<file path="config.mk">
export PLATFORM = sky130hd
export DESIGN_NAME = cbr_hdr_inserter
export DESIGN_NICKNAME = d
export VERILOG_FILES = /design/src/rtl/cbr_hdr_pkg.sv /design/src/rtl/cbr_hdr_gen.sv /design/src/rtl/cbr_blk_buf.sv /design/src/rtl/cbr_in_ctrl.sv /design/src/rtl/cbr_out_ctrl.sv /design/src/rtl/cbr_hdr_inserter.sv
export SDC_FILE = /design/constraint.sdc
export NUM_CORES = 1
export LEC_CHECK = 0
export ABC_AREA = 1
export CORE_UTILIZATION = 36
export CTS_CLUSTER_DIAMETER = 200
export DETAILED_ROUTE_END_ITERATION = 8
export DONT_BUFFER_PORTS = 1
export PLACE_DENSITY = 0.58
export REMOVE_ABC_BUFFERS = 1
export SLEW_MARGIN = 20
export SYNTH_ARGS = -nofsm -noshare
export SYNTH_HDL_FRONTEND = slang
export SYNTH_SLANG_ARGS = --single-unit
</file>
<file path="constraint.sdc">
create_clock -name clk -period 5.25 [get_ports clk]
set_input_delay 0 -clock clk [delete_from_list [all_inputs] [get_ports clk]]
set_output_delay 0 -clock clk [all_outputs]
set_load 0.02 [all_outputs]
</file>
<file path="src/rtl/cbr_hdr_pkg.sv">
package cbr_hdr_pkg;

  // header field widths; the header byte is {ind, seq, crc, parity}
  localparam int unsigned SEQ_W     = 3;
  localparam int unsigned CRC_W     = 3;
  localparam int unsigned DATA_BITS = 1 + SEQ_W;
  localparam int unsigned HDR_W     = DATA_BITS + CRC_W + 1;
  localparam int unsigned BYTE_W    = 8;

  // generator x^3 + x + 1
  localparam logic [CRC_W:0] CRC_GEN = 4'b1011;

  typedef logic [BYTE_W-1:0] byte_t;

  typedef enum logic {
    FILL_S = 1'b0,
    DROP_S = 1'b1
  } fill_st_e;

endpackage

</file>
<file path="src/rtl/cbr_hdr_gen.sv">
module cbr_hdr_gen
  import cbr_hdr_pkg::*;
(
  input  logic             ind_i,
  input  logic [SEQ_W-1:0] seq_i,
  output logic [HDR_W-1:0] hdr_o
);

  localparam int unsigned DIV_W = DATA_BITS + CRC_W;
  localparam logic [DIV_W-1:0] GEN_EXT = DIV_W'(CRC_GEN);

  // long division, one stage per data bit, MSB first
  logic [DATA_BITS:0][DIV_W-1:0] stage;
  logic [CRC_W-1:0]              crc;
  logic                          par;

  assign stage[0] = {ind_i, seq_i, {CRC_W{1'b0}}};

  generate
    for (genvar g = 0; g < DATA_BITS; g++) begin : g_div
      localparam int unsigned TOP = DIV_W - 1 - g;
      assign stage[g+1] = stage[g][TOP] ? (stage[g] ^ (GEN_EXT << (TOP - CRC_W)))
                                        : stage[g];
    end
  endgenerate

  assign crc   = stage[DATA_BITS][CRC_W-1:0];
  assign par   = ^{ind_i, seq_i, crc};
  assign hdr_o = {ind_i, seq_i, crc, par};

endmodule

</file>
<file path="src/rtl/cbr_blk_buf.sv">
module cbr_blk_buf
  import cbr_hdr_pkg::*;
#(
  parameter int unsigned DEPTH = 47,
  parameter int unsigned AW    = $clog2(DEPTH + 1)
) (
  input  logic          clk,
  input  logic          wr_en_i,
  input  logic [AW-1:0] wr_addr_i,
  input  byte_t         wr_data_i,
  input  logic [AW-1:0] rd_addr_i,
  output byte_t         rd_data_o
);

  byte_t mem [DEPTH];

  always_ff @(posedge clk) begin
    if (wr_en_i) begin
      mem[wr_addr_i] <= wr_data_i;
    end
  end

  assign rd_data_o = mem[rd_addr_i];

endmodule

</file>
<file path="src/rtl/cbr_in_ctrl.sv">
module cbr_in_ctrl
  import cbr_hdr_pkg::*;
#(
  parameter int unsigned PAY_LEN = 47,
  parameter int unsigned CW      = $clog2(PAY_LEN + 1)
) (
  input  logic          clk,
  input  logic          rst_n,
  input  logic          in_valid_i,
  input  logic          in_sop_i,
  input  logic          in_eop_i,
  input  logic          in_ind_i,
  input  logic          busy_i,
  output logic          in_ready_o,
  output logic          wr_en_o,
  output logic [CW-1:0] wr_addr_o,
  output logic          blk_done_o,
  output logic          blk_ind_o,
  output logic          err_o
);

  localparam logic [CW-1:0] LAST = CW'(PAY_LEN - 1);

  fill_st_e      st_q, st_d;
  logic [CW-1:0] idx_q, idx_d;
  logic          ind_q, ind_d;
  logic          err_q, err_d;
  logic          accept;
  logic          start;
  logic [CW-1:0] pos;

  assign in_ready_o = ~busy_i;
  assign accept     = in_valid_i & ~busy_i;
  assign start      = (idx_q == '0) | in_sop_i;
  assign pos        = start ? '0 : idx_q;

  always_comb begin
    st_d       = st_q;
    idx_d      = idx_q;
    ind_d      = ind_q;
    err_d      = err_q;
    wr_en_o    = 1'b0;
    blk_done_o = 1'b0;
    if (accept) begin
      if (st_q == FILL_S) begin
        wr_en_o = 1'b1;
        if (start) begin
          ind_d = in_ind_i;
        end
        if (in_sop_i && (idx_q != '0)) begin
          err_d = 1'b1;                 // previous block cut short
        end
        if (pos == LAST) begin
          idx_d = '0;
          if (in_eop_i) begin
            blk_done_o = 1'b1;
          end else begin
            st_d  = DROP_S;
            err_d = 1'b1;
          end
        end else if (in_eop_i) begin
          idx_d = '0;
          err_d = 1'b1;
        end else begin
          idx_d = pos + CW'(1);
        end
      end else if (in_eop_i) begin
        st_d = FILL_S;
      end
    end
  end

  always_ff @(posedge clk or negedge rst_n) begin
    if (!rst_n) begin
      st_q  <= FILL_S;
      idx_q <= '0;
      ind_q <= 1'b0;
    end else if (accept) begin
      st_q  <= st_d;
      idx_q <= idx_d;
      ind_q <= ind_d;
    end
  end

  always_ff @(posedge clk or negedge rst_n) begin
    if (!rst_n) begin
      err_q <= 1'b0;
    end else begin
      err_q <= err_d;
    end
  end

  assign wr_addr_o = pos;
  assign blk_ind_o = ind_q;
  assign err_o     = err_q;

  AST_ERR_STICKY: assert property (@(posedge clk) disable iff (!rst_n)
    err_q |=> err_q);

  AST_DONE_ON_EOP: assert property (@(posedge clk) disable iff (!rst_n)
    blk_done_o |-> (in_valid_i && in_eop_i));

endmodule

</file>
<file path="src/rtl/cbr_out_ctrl.sv">
module cbr_out_ctrl
  import cbr_hdr_pkg::*;
#(
  parameter int unsigned PAY_LEN = 47,
  parameter int unsigned CW      = $clog2(PAY_LEN + 1)
) (
  input  logic             clk,
  input  logic             rst_n,
  input  logic             blk_done_i,
  input  logic             blk_ind_i,
  input  logic             out_ready_i,
  output logic             busy_o,
  output logic             sop_o,
  output logic             eop_o,
  output logic [CW-1:0]    rd_addr_o,
  output logic             hdr_ind_o,
  output logic [SEQ_W-1:0] seq_o
);

  localparam logic [CW-1:0] END_CNT = CW'(PAY_LEN);

  logic             busy_q, busy_d;
  logic [CW-1:0]    cnt_q, cnt_d;
  logic [SEQ_W-1:0] seq_q, seq_d;
  logic             ind_q, ind_d;
  logic             beat;
  logic             unit_end;
  logic             en;

  assign beat     = busy_q & out_ready_i;
  assign unit_end = beat & (cnt_q == END_CNT);
  assign en       = blk_done_i | beat;

  always_comb begin
    busy_d = busy_q;
    cnt_d  = cnt_q;
    seq_d  = seq_q;
    ind_d  = ind_q;
    if (blk_done_i) begin
      busy_d = 1'b1;
      cnt_d  = '0;
      ind_d  = blk_ind_i;
    end else if (beat) begin
      if (cnt_q == END_CNT) begin
        busy_d = 1'b0;
        seq_d  = seq_q + SEQ_W'(1);   // wraps modulo 8
      end else begin
        cnt_d = cnt_q + CW'(1);
      end
    end
  end

  always_ff @(posedge clk or negedge rst_n) begin
    if (!rst_n) begin
      busy_q <= 1'b0;
      cnt_q  <= '0;
      seq_q  <= '0;
      ind_q  <= 1'b0;
    end else if (en) begin
      busy_q <= busy_d;
      cnt_q  <= cnt_d;
      seq_q  <= seq_d;
      ind_q  <= ind_d;
    end
  end

  assign busy_o    = busy_q;
  assign sop_o     = busy_q & (cnt_q == '0);
  assign eop_o     = busy_q & (cnt_q == END_CNT);
  assign rd_addr_o = (cnt_q == '0) ? '0 : cnt_q - CW'(1);
  assign hdr_ind_o = ind_q;
  assign seq_o     = seq_q;

  AST_STALL_HOLDS: assert property (@(posedge clk) disable iff (!rst_n)
    (busy_q && !out_ready_i) |=> (busy_q && $stable(cnt_q) && $stable(ind_q)));

  AST_SEQ_ONLY_AT_END: assert property (@(posedge clk) disable iff (!rst_n)
    !unit_end |=> $stable(seq_q));

endmodule

</file>
<file path="src/rtl/cbr_hdr_inserter.sv">
module cbr_hdr_inserter
  import cbr_hdr_pkg::*;
#(
  parameter int unsigned PAY_LEN = 47
) (
  input  logic       clk,
  input  logic       rst_n,
  input  logic       in_valid,
  output logic       in_ready,
  input  logic [7:0] in_data,
  input  logic       in_sop,
  input  logic       in_eop,
  input  logic       in_ind,
  output logic       out_valid,
  input  logic       out_ready,
  output logic [7:0] out_data,
  output logic       out_sop,
  output logic       out_eop,
  output logic       len_err
);

  localparam int unsigned CW = $clog2(PAY_LEN + 1);

  logic             wr_en;
  logic [CW-1:0]    wr_addr;
  logic [CW-1:0]    rd_addr;
  byte_t            rd_data;
  logic             blk_done;
  logic             blk_ind;
  logic             busy;
  logic             hdr_ind;
  logic [SEQ_W-1:0] seq;
  logic [HDR_W-1:0] hdr;

  cbr_in_ctrl #(.PAY_LEN(PAY_LEN), .CW(CW)) i_in (
    .clk        (clk),
    .rst_n      (rst_n),
    .in_valid_i (in_valid),
    .in_sop_i   (in_sop),
    .in_eop_i   (in_eop),
    .in_ind_i   (in_ind),
    .busy_i     (busy),
    .in_ready_o (in_ready),
    .wr_en_o    (wr_en),
    .wr_addr_o  (wr_addr),
    .blk_done_o (blk_done),
    .blk_ind_o  (blk_ind),
    .err_o      (len_err)
  );

  cbr_blk_buf #(.DEPTH(PAY_LEN), .AW(CW)) i_buf (
    .clk       (clk),
    .wr_en_i   (wr_en),
    .wr_addr_i (wr_addr),
    .wr_data_i (in_data),
    .rd_addr_i (rd_addr),
    .rd_data_o (rd_data)
  );

  cbr_out_ctrl #(.PAY_LEN(PAY_LEN), .CW(CW)) i_out (
    .clk         (clk),
    .rst_n       (rst_n),
    .blk_done_i  (blk_done),
    .blk_ind_i   (blk_ind),
    .out_ready_i (out_ready),
    .busy_o      (busy),
    .sop_o       (out_sop),
    .eop_o       (out_eop),
    .rd_addr_o   (rd_addr),
    .hdr_ind_o   (hdr_ind),
    .seq_o       (seq)
  );

  cbr_hdr_gen i_hdr (
    .ind_i (hdr_ind),
    .seq_i (seq),
    .hdr_o (hdr)
  );

  assign out_valid = busy;
  assign out_data  = out_sop ? hdr : rd_data;

  AST_NO_WRITE_WHILE_SENDING: assert property (@(posedge clk) disable iff (!rst_n)
    wr_en |-> !out_valid);

  AST_HDR_EVEN: assert property (@(posedge clk) disable iff (!rst_n)
    (out_valid && out_sop) |-> (^out_data == 1'b0));

  AST_UNIT_STARTS_HDR: assert property (@(posedge clk) disable iff (!rst_n)
    blk_done |=> (out_valid && out_sop));

  AST_DATA_HELD: assert property (@(posedge clk) disable iff (!rst_n)
    (out_valid && !out_ready) |=> (out_valid && $stable(out_data) && $stable(out_eop)));

endmodule

</file>
* After elaboration in Yosys (flattened, before gate mapping) *
Memory sizes are Yosys's and may differ from the RTL's.
Cells that the tools add are included.

word-level totals
  latch bits = 0
  word-level logic and storage cells = 72
  memory bits (writable) = 376
  bits in read-only memories = 0
  register bits after elaboration = 20
  memories kept = 1

memory list
  memory     depth  bits a word  rd ports  clocked after Yosys merged registers in  wr ports  line               text
  i_buf.mem  47     8            1         0                                        1         cbr_blk_buf.sv:15  byte_t mem [DEPTH];

operators by class
  reductions and logical operators = 13
  add/subtract/negate cells = 4
  shift operators = 0
  muxes and demuxes = 30
  multiply operators = 0
  order comparisons = 0
  bitwise gates (word level) = 13
  eq/ne operators = 3
  div/mod/pow operators = 0

operator list
  kind                                                    count
  2-to-1 mux 6 bit                                        7
  2-to-1 mux 1 bit                                        18
  adder 6 x 1 -> 6 bit (second input constant)            2
  equality test 6 bit (second input constant)             2
  logical NOT 6 bit                                       2
  AND reduction 3 bit                                     3
  2-to-1 mux 8 bit                                        1
  inverter 2 bit                                          4
  parity 7 bit                                            1
  nonzero test 6 bit                                      1
  subtractor 6 x 1 -> 6 bit (second input constant)       1
  2-to-1 mux 5 bit                                        1
  AND 1 bit                                               4
  2-to-1 mux 4 bit                                        1
  AND reduction 2 bit                                     2
  AND reduction 4 bit                                     1
  nonzero test 2 bit                                      2
  adder 3 x 1 -> 3 bit (second input constant)            1
  2-to-1 mux 3 bit                                        1
  inverter 1 bit                                          3
  2-to-1 mux 2 bit                                        1
  inequality test 2 x 1 -> 1 bit (second input constant)  1
  OR 1 bit                                                2
  logical AND 1 bit                                       1

* Longest topological paths before layout *
  depth in word-level cells = 10
  gate-level depth with buffers = 16
  depth with buffers taken out = 14

* Hierarchy *
A second synthesis with hierarchy kept.

unflattened totals
  cell total of the unflattened synthesis = 1520
  area total of the unflattened synthesis = 16901.2 um2

by module, submodules not included
  module            times used  cells an instance  area each (um2)
  cbr_blk_buf       1           1288               15275.9
  cbr_out_ctrl      1           98                 782.0
  cbr_in_ctrl       1           83                 589.3
  cbr_hdr_gen       1           25                 148.9
  cbr_hdr_inserter  1           26                 105.1

* Worst setup path before layout *
Ideal clock, no wire load.

  path kind = reg2reg
  start point = register i_out.busy_q (netlist: i_out.busy_o)
  end point = memory i_buf.mem[16][0] in the netlist's numbering (enable)
  data required time = 4.855 ns
  path buffers = 0
  arrival time = 2.340 ns
  path slack = 2.515 ns
  stages on the path, launching flop included = 6
  cells stage by stage = dfrtp_1 inv_1 nand2_1 nor2_1 nand3_1 nor4_1

between the ends
  cells in the longest elaborated chain, start to end = 5

ends and longest elaborated chain
  item                                    line                   text
  start, declared                         cbr_out_ctrl.sv:22     logic busy_q, busy_d;
  start signal, assigned                  cbr_out_ctrl.sv:60     busy_q <= busy_d;
  inverter 1 bit                          n/a
  net in_ready                            cbr_hdr_inserter.sv:9  output logic in_ready,
  AND 1 bit                               cbr_in_ctrl.sv:33      assign accept = in_valid_i & ~busy_i;
  2-to-1 mux 1 bit                        cbr_in_ctrl.sv:44      if (accept) begin
  2-to-1 mux 1 bit                        cbr_blk_buf.sv:18      if (wr_en_i) begin
  2-to-1 mux 1 bit (not written as such)  cbr_blk_buf.sv:19      mem[wr_addr_i] <= wr_data_i;
  end, declared                           cbr_blk_buf.sv:15

The timed path passes the listed nets, and every way through them passes these cells.

* Final worst setup path *
  start point = register i_out.cnt_q[0]
  end point = output port out_data[2]

between the ends
  cells in the longest elaborated chain, start to end = 4
  elaborated cells between the ends (all ways) = 6

ends and longest elaborated chain
  item                                                                   line                                    text
  start, declared                                                        cbr_out_ctrl.sv:23                      logic [CW-1:0] cnt_q, cnt_d;
  start signal, assigned                                                 cbr_out_ctrl.sv:61                      cnt_q <= cnt_d;
  subtractor 6 x 1 -> 6 bit / logical NOT 6 bit (equally long branches)  cbr_out_ctrl.sv:70, cbr_out_ctrl.sv:68
  2-to-1 mux 6 bit                                                       cbr_out_ctrl.sv:70                      assign rd_addr_o = (cnt_q == '0) ? '0 : cnt_q - CW'(1);
  memory read (47 x 8 bit)                                               n/a
  2-to-1 mux 8 bit *                                                     cbr_hdr_inserter.sv:81                  assign out_data = out_sop ? hdr : rd_data;
  end, declared                                                          cbr_hdr_inserter.sv:16                  output logic [7:0] out_data,

Mark *: on every way between the ends. The rest lies on a longest branch, timed or not.

==> out/metrics.csv <==
metric;value;unit
largest cells by area after synthesis;edfxtp_1 63%, nand3_1 10%, nand2_1 5.2%, inv_1 4.8%, nand3b_1 4.6%;
R2R Setup Slk;2.13;ns
wire per inst;20.0;um
status;finished clean;
# H-tree levels;2;
cts repair resizes;0;
Final GP Congestion;0.909;
CP Max Fanout;56;
Post-CTS Setup Bufs;0;
power per cell area;616;nW/um^2
Die Y;225;um
crit path kind;register to output pin;
GRT overflow;0;
CP Capture Point;out_data[2];
Critical Path AT;4.39;ns
Row Count;81;
clock-pin transition on the worst setup and hold timing paths;0.06;ns
Area Overhead vs Synth;13.7;%
total clock sinks;396;
Pins Over Slew Limit;0;
CP required;5.25;ns
CP max-delay cell;clkinv_1;
post-layout min period;4.39;ns
Initial DRC Count;1166;
Total GRT Usage;18.9;%
layout cells sized above 1;8.54;%
Largest stage delay, worst path;0.67;ns
pin count of the biggest net entering global routing;101;
mean area per synthesized cell;10.8;um^2
Setup crit start;i_out.cnt_q[0];
register area share after synthesis;65.6;%
Peak VDD IR;0.388;mV
Core Area;49100;um^2
fin cells;2361;
total number of vias;12148;
reg2reg path depth;6;
clk_lat worst skew;0.57;ns
skew final;0.0156;ns
number of vias per cell;5.15;
Leakage Power;7.82;nW
cell area after synthesis;18000;um^2
root buf cell;clkbuf_16;
RSZ-0062 raised after global routing;false;
number of enable flip-flop cells after synthesis;376;
worst hold path type;input port to register;
Distinct cells, synth;37;
crit path cell chain;buf_4, inv_4, ha_1, clkinv_1, nand2_4, buf_4, nand3_1, nand3_1, nand3_1, nand3_1, nand3_1, a21oi_1, buf_4;
Yosys top cell by area;edfxtp_1;
R2R Path Start;i_out.busy_o;
top-area cell type share of the netlist area;62.8;%
period utilization;83.6;%
Seq cells post-synth;396;
Crit. End Element;output pin;
HP Start;in_ind;
ANT nets after route;0;
# setup viols final;0;
drc violations;0;
initial core utilization;36.6;%
TNS Setup;0;ns
I/O Pins;28;
Post-synth ARST share;5.05;%
Ys Warns;0;
Mapped Cells;1661;
CTS buffer count;43;
Max Clock Freq;0.228;GHz
n_diodes;0;
Die Wd;225;um
nets@finish;1683;
Fin. Hold Viols;0;
Post-Route WL;47200;um
first-pass GRT wire length;72100;um
initial antenna violation count;0;
TritonCTS clock tree;done;
Post-synth top flop;edfxtp_1;
iteration count of the initial detailed-routing pass;6;
synth cell count leaders;376 x edfxtp_1, 366 x nand3_1, 247 x nand2_1;
most numerous cell on the critical path;nand3_1;
count leader, synth;edfxtp_1;
MaxCap Viol Count;0;
r2r endpoint;i_buf.mem[32][5];
IO buf count;0;
WHS;0.131;ns
vias in the first global route;12013;
DP Cell Count;2255;
Critical Path Source Type;register;
clk buf depth;3;
DP Wirelength;27500;um
worst-margin pin slew;1.21;ns
die area;50800;um^2
final core utilization;41.7;%
max_slew headroom;18.6;%
==> critical path, delay by kind of cell, from the launching register on <==
family                     cells  cell delay, ns
AOI/OAI and AO/OA              1            0.29
buffers and inverters          5            1.77
and+or+nand+nor                6            1.03
adders and majority gates      1            0.33
DFF                            1            0.33
==> worst min-delay path by stage <==
| stage | depth (start not counted) | slack (ns) | to |
|---|---|---|---|
| after detailed placement | 0 | -0.30 | i_out.busy_o |
| after global routing | 2 | 0.13 | i_in.blk_ind_o |
| after global placement | 0 | -0.30 | i_out.busy_o |
| after floorplan | 0 | -0.30 | i_in.blk_ind_o |
| after CTS | 1 | 0.07 | i_out.busy_o |
| final | 2 | 0.13 | i_in.blk_ind_o |
==> layout by cell type, fill, tap and decap left out, types with 10 or more instances in the layout <==
cell,n
buf_4,21
or2_2,22
edfxtp_1,376
xor2_1,10
nand3_1,366
nand2_1,247
a21oi_1,17
dlygate4sd3_1,16
inv_1,228
clkinv_2,13
o2111ai_1,21
clkbuf_16,48
dfrtp_1,20
nand3b_1,111
nor2_1,88
==> cell families after synthesis <==
logic type      Yosys count  share of synthesized area, %
mux                       2                         0.125
xor+xnor                 16                         0.780
simple gates            855                          23.5
fa+ha+maj                 5                         0.348
buf+inv                 327                          7.35
compound gates           60                          2.25
flops                   396                          65.6
==> cell type report <==
class / count / area, um^2
clock buffers: 52 / 1230
clock inverters: 27 / 230
fillers: 4684 / 28600
inverters: 235 / 885
multi-input cells: 938 / 4870
flip-flops and latches: 396 / 11800
well taps: 664 / 831
repair buffers: 49 / 603
==> flip-flops by register name, indices dropped and copies added (netlist names) <==
signal / cells
i_buf.mem: 376
i_in.blk_ind_o: 1
i_in.err_o: 1
i_in.idx_q: 6
i_in.st_q: 1
i_out.busy_o: 1
i_out.cnt_q: 6
i_out.hdr_ind_o: 1
i_out.seq_o: 3
==> power by group <==
part / internal [W] / switching [W]
Sequential: 0.00353 / 0.0000870
Clock: 0.00186 / 0.00124
Combinational: 0.00172 / 0.00416
Total: 0.00711 / 0.00548
==> through the flow <==
stage,setup slack [ns],power (W),cell area [um^2]
2_1_floorplan,-1.37,0.00729,17500
3_3_place_gp,1.58,0.00937,18600
3_5_place_dp,1.50,0.00939,18600
4_1_cts,0.876,0.0126,20400
5_1_grt,0.664,0.0133,20400
6_report,0.860,0.0126,20400
==> metal layers <==
metal	vias to the layer above	GRT usage (%)	part of all wire, %
met1	5932	24.5	43
li1	5720	-	-
met5	-	0	0
met4	0	8.93	3.9
met2	395	30.3	47
met3	101	3.74	6.2
==> what timing repair did <==
item                                    4_1_cts  5_1_grt
endpoints found under the setup margin        0        0
endpoints found under the hold margin       416       20
hold buffers                                 23        3
(Power assumes the default switching activity.)
